## config.mk

```make
export PLATFORM = sky130hd
export DESIGN_NAME = spi_cmd_engine
export DESIGN_NICKNAME = d
export VERILOG_FILES = /design/src/rtl/spi_cmd_pkg.sv /design/src/rtl/spi_cmd_store.sv /design/src/rtl/spi_cmd_shifter.sv /design/src/rtl/spi_cmd_seq.sv /design/src/rtl/spi_cmd_engine.sv
export SDC_FILE = /design/constraint.sdc
export NUM_CORES = 1
export LEC_CHECK = 0
export BUFFER_PORTS_ARGS = -buffer_cell sky130_fd_sc_hd__buf_4
export CAP_MARGIN = 10
export CORE_MARGIN = 8
export CORE_UTILIZATION = 63
export DETAILED_ROUTE_END_ITERATION = 8
export MAX_ROUTING_LAYER = met4
export PLACE_DENSITY = 0.81
export SKIP_CTS_REPAIR_TIMING = 1
export SLEW_MARGIN = 20
export SYNTH_ARGS = -nofsm -noshare
export SYNTH_HDL_FRONTEND = slang
export SYNTH_SLANG_ARGS = --single-unit
```

## constraint.sdc

```tcl
create_clock -name clk -period 4.6 [get_ports clk]
set_input_delay 0.46 -clock clk [delete_from_list [all_inputs] [get_ports clk]]
set_output_delay 0.46 -clock clk [all_outputs]
set_load 0.01 [all_outputs]
```

## src/rtl/spi_cmd_pkg.sv

```systemverilog
package spi_cmd_pkg;
  localparam logic [3:0] OFS_OPCODE = 4'h0;
  localparam logic [3:0] OFS_COUNT  = 4'h1;
  localparam logic [3:0] OFS_CTRL   = 4'h2;
  localparam logic [3:0] OFS_STATUS = 4'h3;
  localparam logic [3:0] OFS_DATA   = 4'hC;
  localparam logic [3:0] OFS_PTR    = 4'hD;

  localparam int CTRL_GO_BIT   = 0;
  localparam int CTRL_CLR_BIT  = 4;
  localparam int STAT_BUSY_BIT = 7;

  typedef enum logic [1:0] {
    SQ_IDLE  = 2'd0,
    SQ_ISSUE = 2'd1,
    SQ_WAIT  = 2'd2
  } seq_state_e;
endpackage

```

## src/rtl/spi_cmd_store.sv

```systemverilog
module spi_cmd_store #(
  parameter int DEPTH = 8,
  localparam int PTR_W = $clog2(DEPTH)
) (
  input  logic             clk,
  input  logic             rst_n,
  input  logic             sw_acc,
  input  logic             sw_wr,
  input  logic [7:0]       sw_wdata,
  input  logic             sw_clr,
  output logic [7:0]       sw_rdata,
  output logic [PTR_W-1:0] ptr,
  input  logic [PTR_W-1:0] eng_ridx,
  output logic [7:0]       eng_rdata,
  input  logic             eng_we,
  input  logic [PTR_W-1:0] eng_widx,
  input  logic [7:0]       eng_wdata
);
  logic [7:0] mem [DEPTH];

  assign sw_rdata  = mem[ptr];
  assign eng_rdata = mem[eng_ridx];

  always_ff @(posedge clk or negedge rst_n) begin
    if (!rst_n) begin
      ptr <= '0;
    end else if (sw_clr) begin
      ptr <= '0;
    end else if (sw_acc) begin
      ptr <= ptr + 1'b1;
    end
  end

  for (genvar g = 0; g < DEPTH; g++) begin : g_entry
    always_ff @(posedge clk or negedge rst_n) begin
      if (!rst_n) begin
        mem[g] <= 8'h00;
      end else if (eng_we && eng_widx == PTR_W'(g)) begin
        mem[g] <= eng_wdata;
      end else if (sw_acc && sw_wr && ptr == PTR_W'(g)) begin
        mem[g] <= sw_wdata;
      end
    end
  end


  ptr_step_chk: assert property (@(posedge clk) disable iff (!rst_n)
    (sw_acc && !sw_clr) |=> ptr == $past(ptr) + 1'b1);


  ptr_clear_chk: assert property (@(posedge clk) disable iff (!rst_n)
    sw_clr |=> ptr == '0);
endmodule

```

## src/rtl/spi_cmd_shifter.sv

```systemverilog
module spi_cmd_shifter #(
  parameter int HALF_DIV = 2,
  localparam int DIV_W = $clog2(HALF_DIV) + 1
) (
  input  logic       clk,
  input  logic       rst_n,
  input  logic       tx_valid,
  output logic       tx_ready,
  input  logic [7:0] tx_byte,
  output logic       rx_valid,
  output logic [7:0] rx_byte,
  output logic       sclk,
  output logic       mosi,
  input  logic       miso
);
  logic             active;
  logic [DIV_W-1:0] div_q;
  logic [2:0]       bit_q;
  logic [7:0]       tx_sh;
  logic [7:0]       rx_sh;
  logic             tick;

  assign tx_ready = !active;
  assign tick     = (div_q == DIV_W'(HALF_DIV - 1));
  assign mosi     = active ? tx_sh[7] : 1'b0;

  always_ff @(posedge clk or negedge rst_n) begin
    if (!rst_n) begin
      active   <= 1'b0;
      div_q    <= '0;
      bit_q    <= '0;
      tx_sh    <= '0;
      rx_sh    <= '0;
      sclk     <= 1'b0;
      rx_valid <= 1'b0;
      rx_byte  <= '0;
    end else begin
      rx_valid <= 1'b0;
      if (!active) begin
        if (tx_valid) begin
          active <= 1'b1;
          tx_sh  <= tx_byte;
          div_q  <= '0;
          bit_q  <= '0;
          sclk   <= 1'b0;
        end
      end else if (!tick) begin
        div_q <= div_q + 1'b1;
      end else begin
        div_q <= '0;
        if (!sclk) begin
          sclk  <= 1'b1;
          rx_sh <= {rx_sh[6:0], miso};
        end else begin
          sclk <= 1'b0;
          if (bit_q == 3'd7) begin
            active   <= 1'b0;
            rx_valid <= 1'b1;
            rx_byte  <= rx_sh;
          end else begin
            bit_q <= bit_q + 1'b1;
            tx_sh <= {tx_sh[6:0], 1'b0};
          end
        end
      end
    end
  end


  sclk_idle_chk: assert property (@(posedge clk) disable iff (!rst_n)
    !active |-> !sclk);


  mosi_hold_chk: assert property (@(posedge clk) disable iff (!rst_n)
    (active && sclk) |-> $stable(mosi));
endmodule

```

## src/rtl/spi_cmd_seq.sv

```systemverilog
module spi_cmd_seq
  import spi_cmd_pkg::*;
#(
  parameter int DEPTH = 8,
  parameter int CNT_W = 4,
  localparam int PTR_W = $clog2(DEPTH),
  localparam int TOT_W = CNT_W + 2
) (
  input  logic             clk,
  input  logic             rst_n,
  input  logic             start,
  input  logic [7:0]       opcode,
  input  logic [CNT_W-1:0] tx_cnt,
  input  logic [CNT_W-1:0] rx_cnt,
  output logic             busy,
  output logic             tx_valid,
  input  logic             tx_ready,
  output logic [7:0]       tx_byte,
  input  logic             rx_valid,
  input  logic [7:0]       rx_byte,
  output logic [PTR_W-1:0] f_ridx,
  input  logic [7:0]       f_rdata,
  output logic             f_we,
  output logic [PTR_W-1:0] f_widx,
  output logic [7:0]       f_wdata
);
  seq_state_e       state;
  logic [TOT_W-1:0] k_q;
  logic [TOT_W-1:0] last_k;
  logic [TOT_W-1:0] k_m1;
  logic             in_rx;

  assign last_k = TOT_W'(tx_cnt) + TOT_W'(rx_cnt);
  assign k_m1   = k_q - 1'b1;
  assign in_rx  = (k_q > TOT_W'(tx_cnt));

  assign tx_valid = (state == SQ_ISSUE);
  assign f_ridx   = k_m1[PTR_W-1:0];
  assign f_widx   = k_m1[PTR_W-1:0];
  assign f_wdata  = rx_byte;
  assign f_we     = (state == SQ_WAIT) && rx_valid && in_rx;

  always_comb begin
    if (k_q == '0) begin
      tx_byte = opcode;
    end else if (!in_rx) begin
      tx_byte = f_rdata;
    end else begin
      tx_byte = 8'h00;
    end
  end

  always_ff @(posedge clk or negedge rst_n) begin
    if (!rst_n) begin
      state <= SQ_IDLE;
      k_q   <= '0;
      busy  <= 1'b0;
    end else begin
      case (state)
        SQ_IDLE: begin
          if (start) begin
            busy  <= 1'b1;
            k_q   <= '0;
            state <= SQ_ISSUE;
          end
        end
        SQ_ISSUE: begin
          if (tx_ready) begin
            state <= SQ_WAIT;
          end
        end
        SQ_WAIT: begin
          if (rx_valid) begin
            if (k_q == last_k) begin
              busy  <= 1'b0;
              state <= SQ_IDLE;
            end else begin
              k_q   <= k_q + 1'b1;
              state <= SQ_ISSUE;
            end
          end
        end
        default: state <= SQ_IDLE;
      endcase
    end
  end


  no_issue_idle_chk: assert property (@(posedge clk) disable iff (!rst_n)
    !busy |-> !tx_valid);


  store_in_busy_chk: assert property (@(posedge clk) disable iff (!rst_n)
    f_we |-> busy);
endmodule

```

## src/rtl/spi_cmd_engine.sv

```systemverilog
module spi_cmd_engine
  import spi_cmd_pkg::*;
#(
  parameter int DEPTH    = 8,
  parameter int CNT_W    = 4,
  parameter int HALF_DIV = 2,
  localparam int PTR_W   = $clog2(DEPTH)
) (
  input  logic       clk,
  input  logic       rst_n,
  input  logic       acc_valid,
  output logic       acc_ready,
  input  logic       acc_write,
  input  logic [3:0] acc_addr,
  input  logic [7:0] acc_wdata,
  output logic [7:0] acc_rdata,
  output logic       spi_cs_n,
  output logic       spi_sclk,
  output logic       spi_mosi,
  input  logic       spi_miso
);
  logic [7:0]       opcode_q;
  logic [7:0]       count_q;
  logic             busy;
  logic             wr;
  logic             start;
  logic             clr;
  logic             data_acc;
  logic [CNT_W-1:0] tx_field;
  logic [CNT_W-1:0] rx_field;
  logic [CNT_W-1:0] tx_eff;
  logic [CNT_W-1:0] rx_eff;
  logic [7:0]       sw_rdata;
  logic [PTR_W-1:0] ptr;
  logic [PTR_W-1:0] f_ridx;
  logic [7:0]       f_rdata;
  logic             f_we;
  logic [PTR_W-1:0] f_widx;
  logic [7:0]       f_wdata;
  logic             sh_tx_valid;
  logic             sh_tx_ready;
  logic [7:0]       sh_tx_byte;
  logic             sh_rx_valid;
  logic [7:0]       sh_rx_byte;

  assign acc_ready = 1'b1;
  assign wr        = acc_valid && acc_write;
  assign start     = wr && !busy && acc_addr == OFS_CTRL && acc_wdata[CTRL_GO_BIT];
  assign clr       = wr && acc_addr == OFS_CTRL && acc_wdata[CTRL_CLR_BIT];
  assign data_acc  = acc_valid && acc_addr == OFS_DATA && !(acc_write && busy);
  assign spi_cs_n  = !busy;

  assign tx_field = count_q[CNT_W-1:0];
  assign rx_field = count_q[2*CNT_W-1:CNT_W];
  assign tx_eff   = (tx_field > CNT_W'(DEPTH)) ? CNT_W'(DEPTH) : tx_field;
  assign rx_eff   = (tx_field != '0) ? rx_field :
                    (rx_field == '0) ? '0 : rx_field - 1'b1;

  always_ff @(posedge clk or negedge rst_n) begin
    if (!rst_n) begin
      opcode_q <= '0;
      count_q  <= '0;
    end else if (wr && !busy) begin
      if (acc_addr == OFS_OPCODE) opcode_q <= acc_wdata;
      if (acc_addr == OFS_COUNT)  count_q  <= acc_wdata;
    end
  end

  always_comb begin
    acc_rdata = 8'h00;
    case (acc_addr)
      OFS_OPCODE: acc_rdata = opcode_q;
      OFS_COUNT:  acc_rdata = count_q;
      OFS_CTRL:   acc_rdata[CTRL_GO_BIT] = busy;
      OFS_STATUS: acc_rdata[STAT_BUSY_BIT] = busy;
      OFS_DATA:   acc_rdata = sw_rdata;
      OFS_PTR:    acc_rdata[PTR_W-1:0] = ptr;
      default:    acc_rdata = 8'h00;
    endcase
  end

  spi_cmd_store #(.DEPTH(DEPTH)) u_store (
    .clk       (clk),
    .rst_n     (rst_n),
    .sw_acc    (data_acc),
    .sw_wr     (acc_write),
    .sw_wdata  (acc_wdata),
    .sw_clr    (clr),
    .sw_rdata  (sw_rdata),
    .ptr       (ptr),
    .eng_ridx  (f_ridx),
    .eng_rdata (f_rdata),
    .eng_we    (f_we),
    .eng_widx  (f_widx),
    .eng_wdata (f_wdata)
  );

  spi_cmd_seq #(.DEPTH(DEPTH), .CNT_W(CNT_W)) u_seq (
    .clk      (clk),
    .rst_n    (rst_n),
    .start    (start),
    .opcode   (opcode_q),
    .tx_cnt   (tx_eff),
    .rx_cnt   (rx_eff),
    .busy     (busy),
    .tx_valid (sh_tx_valid),
    .tx_ready (sh_tx_ready),
    .tx_byte  (sh_tx_byte),
    .rx_valid (sh_rx_valid),
    .rx_byte  (sh_rx_byte),
    .f_ridx   (f_ridx),
    .f_rdata  (f_rdata),
    .f_we     (f_we),
    .f_widx   (f_widx),
    .f_wdata  (f_wdata)
  );

  spi_cmd_shifter #(.HALF_DIV(HALF_DIV)) u_shift (
    .clk      (clk),
    .rst_n    (rst_n),
    .tx_valid (sh_tx_valid),
    .tx_ready (sh_tx_ready),
    .tx_byte  (sh_tx_byte),
    .rx_valid (sh_rx_valid),
    .rx_byte  (sh_rx_byte),
    .sclk     (spi_sclk),
    .mosi     (spi_mosi),
    .miso     (spi_miso)
  );


  opcode_hold_chk: assert property (@(posedge clk) disable iff (!rst_n)
    (busy && wr && acc_addr == OFS_OPCODE) |=> opcode_q == $past(opcode_q));


  count_hold_chk: assert property (@(posedge clk) disable iff (!rst_n)
    busy |=> $stable(count_q));


  cs_edge_sclk_low_chk: assert property (@(posedge clk) disable iff (!rst_n)
    $rose(spi_cs_n) |-> !spi_sclk);
endmodule

```

[Yosys cells after proc, flatten, opt, wreduce, memory -nomap -nowiden]
Index checks and enable logic that the tools add are counted.
Storage, ports and cells
  register bits after elaboration: 124
  bits in latches: 0
  bits in writable memories: 0
  bits in read-only memories: 0
  input bits: 17
  output and inout port bits: 12
  logic and storage cells: 198
  memories kept: 0
Cells by class
  add/sub/neg operators: 7
  multipliers: 0
  divide/modulo/power cells: 0
  $lt $le $gt $ge: 4
  equality and inequality tests: 32
  shift-type cells: 0
  multiplexer cells: 73
  bitwise operators: 3
  reduce and logical (&&, ||, !) cells: 57
Operator list (count)
  $mux W8: 27
  $bmux W8 S3: 2
  $logic_and A1 B1 Y1: 28
  $eq A3 B3 Y1 const B: 9
  $reduce_bool A2 Y1: 11
  $mux W3: 7
  $mux W1: 18
  $mux W6: 3
  $reduce_and A4 Y1: 4
  $eq A3 B2 Y1 const B: 4
  $mux W2: 6
  $mux W4: 3
  $ne A2 B2 Y1 const B: 6
  $pmux W4 S3: 1
  $pmux W6 S2: 1
  $eq A4 B2 Y1 const B: 2
  $eq A4 B4 Y1 const B: 2
  $ge A4 B4 Y1 const B: 2
  $logic_not A4 Y1: 2
  $not A3 Y4: 2
  $pmux W2 S4: 1
  $add A3 B1 Y3 const B: 2
  $add A6 B1 Y6 const B: 1
  $eq A3 B1 Y1 const B: 2
  23 further kinds: 30

[Logic depth before layout (Yosys ltp)]
  depth in word-level cells: 9
  gate-level depth with buffers: 13
  depth with buffers taken out: 12

[By module]
Synthesis repeated with hierarchy kept, for this count alone.
Second synthesis, totals
  cells, all modules: 713
  area, all modules: 7801.2 um2
By module, submodules not included
  spi_cmd_store: times used 1, cells an instance 398, area each 4369.2 um2, seq. area each 1676.6 um2
  spi_cmd_shifter: times used 1, cells an instance 101, area each 1372.6 um2, seq. area each 800.8 um2
  spi_cmd_engine: times used 1, cells an instance 103, area each 1047.3 um2, seq. area each 400.4 um2
  spi_cmd_seq: times used 1, cells an instance 111, area each 1012.2 um2, seq. area each 225.2 um2

[Worst setup path before layout]
Ideal clock, no wire load.
  path kind: register to register
  start: register count_q[3]
  end: register u_seq.state[0]
  library setup time: 0.124 ns
  data arrival time: 3.085 ns
  required time: 4.476 ns
  slack: 1.391 ns
  cell stages (with the launch flop): 11
  buffers on the path: 0
  path through: dfrtp_1 > or4_1 > nand2_1 > o21ai_0 > ha_1 > fa_1 > xor2_1 > or4_4 > nor3_4 > a21oi_2 > a211o_1
On the way
  longest elaborated chain between the ends: 7
RTL lines
  start, declared: RTL line spi_cmd_engine.sv:23  | logic [7:0] count_q;
  start signal, assigned: RTL line spi_cmd_engine.sv:65  | if (acc_addr == OFS_COUNT) count_q <= acc_wdata;
  $gt A4 B4 Y1 or $reduce_bool A4 Y1 (tied branches): RTL line spi_cmd_engine.sv:55, spi_cmd_engine.sv:56
  $mux W4, on equally long branches: RTL line spi_cmd_engine.sv:55, spi_cmd_engine.sv:56
  $add A4 B4 Y5 *: RTL line spi_cmd_seq.sv:33  | assign last_k = TOT_W'(tx_cnt) + TOT_W'(rx_cnt);
  $eq A6 B5 Y1 *: RTL line spi_cmd_seq.sv:74  | if (k_q == last_k) begin
  $mux W1 *: RTL line spi_cmd_seq.sv:74
  $mux W2 *: RTL line spi_cmd_seq.sv:73  | if (rx_valid) begin
  $pmux W2 S3 *: RTL line spi_cmd_seq.sv:59  | case (state)
  end signal, assigned: RTL line spi_cmd_seq.sv:64  | state <= SQ_ISSUE;
  end signal, assigned: RTL line spi_cmd_seq.sv:76  | state <= SQ_IDLE;
  end signal, assigned: RTL line spi_cmd_seq.sv:79  | state <= SQ_ISSUE;
  end, declared: RTL line spi_cmd_seq.sv:27  | seq_state_e state;
Every way passes the cells marked *; elsewhere a longest branch is shown, timed or not. The select of a mux whose other input is x is not followed.
A chain may end at the register's enable or synchronous reset.

[Final worst setup path]
Ends and elaborated chain as after synthesis.

==> flow_summary_export.csv <==
group,metric,value,unit
outcome,run_status,"finished clean",
timing,fin_setup_tns,0,ps
floorplan,placementRows,40,
setup_path,timing.critical_path.from_type,"flip-flop",
timing,timing.final.hold_violations,0,
power,power-per-cell-area,336.7,mW/mm2
power,p_leak,4.145,nW
layout,synthesis_to_finish_area_growth,11.67,%
detailed_routing,routed_wl,20430,um
timing,final-max-slew-violation-count,0,
timing,achievable-frequency,0.2730,GHz
cts,cts_root_buffer,"sky130_fd_sc_hd__clkbuf_16",
global_route,grt_start_max_net_pins,57,
global_route,track_usage,0.2704,
cts,clkLatencyLatePin,420,ps
detailed_routing,vias,5661,
synthesis,synth-async-reset-ratio,1.000,
layout,fillcell_total,784,
setup_path,arrival_time_at_the_worst_endpoint,3970,ps
floorplan,top_level_ports,29,
floorplan,die_extent_in_y,126.7,um
cts,tritoncts,"done",
detailed_routing,drt_pre_antenna_iters,5,
layout,share_of_layout_cells_above_drive_strength_1,0.4116,
power,total_power,2.901,mW
timing,fin_skew,6.718,ps
placement,io_buffers,27,
timing,period_utilisation_layout,0.7964,
global_route,grt_pass1_wl,32500,um
power,ir_drop,0.2663,mV
cts,cts-htree-levels,4,
layout,register_area,0.003103,mm2
floorplan,start_util,0.6451,
synthesis,syn_avg_cell_area,12.31,um2
timing,tightest_slew,1099,ps
cts,total_clock_buffers_created_by_cts,17,
timing,slew_headroom,0.2670,
detailed_routing,vias_per_cell,7.041,
synthesis,synth_top_area_share,0.4021,
detailed_routing,routed_wire_length_per_instance,25.41,um
synthesis,ys_seq_elements,124,
synthesis,yosys_most_used_dff,"sky130_fd_sc_hd__dfrtp_1",
setup_path,required,4910,ps
layout,footprint_of_the_multi_input_gates,0.004374,mm2
synthesis,yosys_warnings,0,
timing,rsz_0062_raised_after_global_routing,"false",
floorplan,die_area,0.01605,mm2
cts,clockBufferDepth,2,
setup_path,path_class,"reg -> reg",
floorplan,dieWidth,126.7,um
synthesis,mappedNetlistArea,0.007716,mm2
timing,period_minus_slack,3664,ps
synthesis,synth.top_cells.by_count,"sky130_fd_sc_hd__mux2_2, sky130_fd_sc_hd__dfrtp_1, sky130_fd_sc_hd__mux4_2, sky130_fd_sc_hd__nand2_1, sky130_fd_sc_hd__ha_1",
detailed_routing,drc_viols,0,
synthesis,synth_top_area_cell,"sky130_fd_sc_hd__dfrtp_1",
setup_path,critPathLaunch,"count_q[3]",
hold_path,path_category_of_the_worst_min_delay_check,"in -> async",
setup_path,regToRegStartpoint,"count_q[3]",
detailed_routing,detail_route.iter0.violations,616,
setup_path,crit_path_end_kind,"flip-flop",
placement,post-dp-hpwl,13660,um
synthesis,synth_cells,627,
global_route,grt_antenna_before_repair,1,
floorplan,core_region_area,0.01196,mm2
global_route,first_global_vias,5737,
setup_path,worstPathMaxFanout,10,
cts,register_clock_pin_slew_on_the_reported_worst_setup_and_hold_paths,60,ps
run,maxCapViolations,0,
placement,routability_cong,0.9024,
synthesis,area_contributors_post_synth,"sky130_fd_sc_hd__dfrtp_1, sky130_fd_sc_hd__mux2_2, sky130_fd_sc_hd__mux4_2",
cts,cts_sinks,124,
global_route,grt_overflow,0,
synthesis,number_of_enable_type_register_cells_in_the_synthesized_netlist,0,
synthesis,syn-num-nets,668,
timing,setup_viol,0,
detailed_routing,postRouteAntennaNets,0,
layout,nNetsFinal,684,
synthesis,synth_most_common_cell,"sky130_fd_sc_hd__mux2_2",
synthesis,ys_types,68,
synthesis,seq_area_frac_synth,0.4021,
## final timing paths
kind,to,slack [ps],cells past startpoint
min,opcode_q[5],80,1
min in group clk,u_shift.rx_sh[0],270,2
max,u_seq.state[0],940,10
max in group asynchronous,u_store.mem[57],3540,2
min reg2reg,u_shift.div_q[0],490,1
max reg2reg,u_seq.state[0],940,10
## flip-flops by register name (all words and copies together), names as in the netlist, 6 cells and up
name and cells:
u_shift.tx_sh 8, u_store.mem 64, u_shift.rx_byte 8, u_shift.rx_sh 8, opcode_q 8, u_seq.k_q 6
count_q 8
## layer usage
layer / part of all wire / vias up / routed length (um) / track usage
met5: 0 / - / 0 / -
met4: 0.036 / 0 / 730 / 0.1267
met3: 0.072 / 51 / 1477 / 0.05530
met2: 0.49 / 301 / 10010 / 0.4261
met1: 0.40 / 2890 / 8213 / 0.3306
li1: - / 2419 / - / -
## cell families after synthesis
| family | after synthesis | share of synthesized area |
|---|---|---|
| simple gates | 124 | 0.08854 |
| compound gates | 84 | 0.07459 |
| xor+xnor | 6 | 0.01119 |
| fa+ha+maj | 24 | 0.03989 |
| buf+inv | 53 | 0.03162 |
| mux | 211 | 0.3515 |
| flops | 124 | 0.4021 |
| other cells | 1 | 0.0004860 |
## per-stage QoR
stage | hold slack [ps] | setup WS (ps) | instances | area [um2] | utilization
after floorplan | 164.4 | 1391 | 627 | 7716 | -
after global placement | 467.6 | 1098 | 771 | 7964 | 0.6658
after detailed placement | 477.4 | 980.0 | 771 | 7964 | 0.6658
after CTS | 124.6 | 973.6 | 803 | 8610 | 0.7198
after global routing | 156.0 | 641.4 | 804 | 8617 | 0.7204
final | 83.69 | 936.4 | 804 | 8617 | 0.7204
## layout make-up
| type | count | area share |
|---|---|---|
| antenna | 1 | 0.0002904 |
| clock buffer | 22 | 0.05619 |
| clock inverter | 10 | 0.01873 |
| inverter | 18 | 0.007841 |
| multi-input combinational | 450 | 0.5076 |
| sequential | 124 | 0.3601 |
| tap | 147 | 0.02134 |
| timing repair buffer | 32 | 0.02788 |
## where the power goes
| part | switching (mW) | internal [mW] | leakage, nW |
|---|---|---|---|
| clock | 0.499 | 0.963 | 0.308 |
| sequential | 0.0968 | 1.11 | 1.67 |
| combinational | 0.111 | 0.122 | 2.16 |
## cells in the final DEF (no fill, tap or decap), types with 6 or more instances in the layout
master,count
sky130_fd_sc_hd__a21oi_1,14
sky130_fd_sc_hd__a221oi_1,8
sky130_fd_sc_hd__and3_1,6
sky130_fd_sc_hd__buf_4,32
sky130_fd_sc_hd__clkbuf_16,17
sky130_fd_sc_hd__dfrtp_1,124
sky130_fd_sc_hd__ha_1,23
sky130_fd_sc_hd__inv_1,17
sky130_fd_sc_hd__mux2_2,154
sky130_fd_sc_hd__mux2i_1,22
sky130_fd_sc_hd__mux4_2,32
sky130_fd_sc_hd__nand2_1,31
sky130_fd_sc_hd__nand3_1,11
sky130_fd_sc_hd__nor2_1,19
sky130_fd_sc_hd__o21ai_0,14
sky130_fd_sc_hd__o22ai_1,16
sky130_fd_sc_hd__or3_1,11
## critical path, cell delays in order (launching register included)
cell and delay, ps:
sky130_fd_sc_hd__dfrtp_1 430, sky130_fd_sc_hd__nor4_1 540, sky130_fd_sc_hd__o21ai_0 220, sky130_fd_sc_hd__o21ai_0 220, sky130_fd_sc_hd__ha_1 220, sky130_fd_sc_hd__fa_1 440
sky130_fd_sc_hd__xor2_1 180, sky130_fd_sc_hd__or4_4 520, sky130_fd_sc_hd__nor3_4 430, sky130_fd_sc_hd__a21oi_2 120, sky130_fd_sc_hd__a211o_1 240
(Power assumes the default switching activity.)
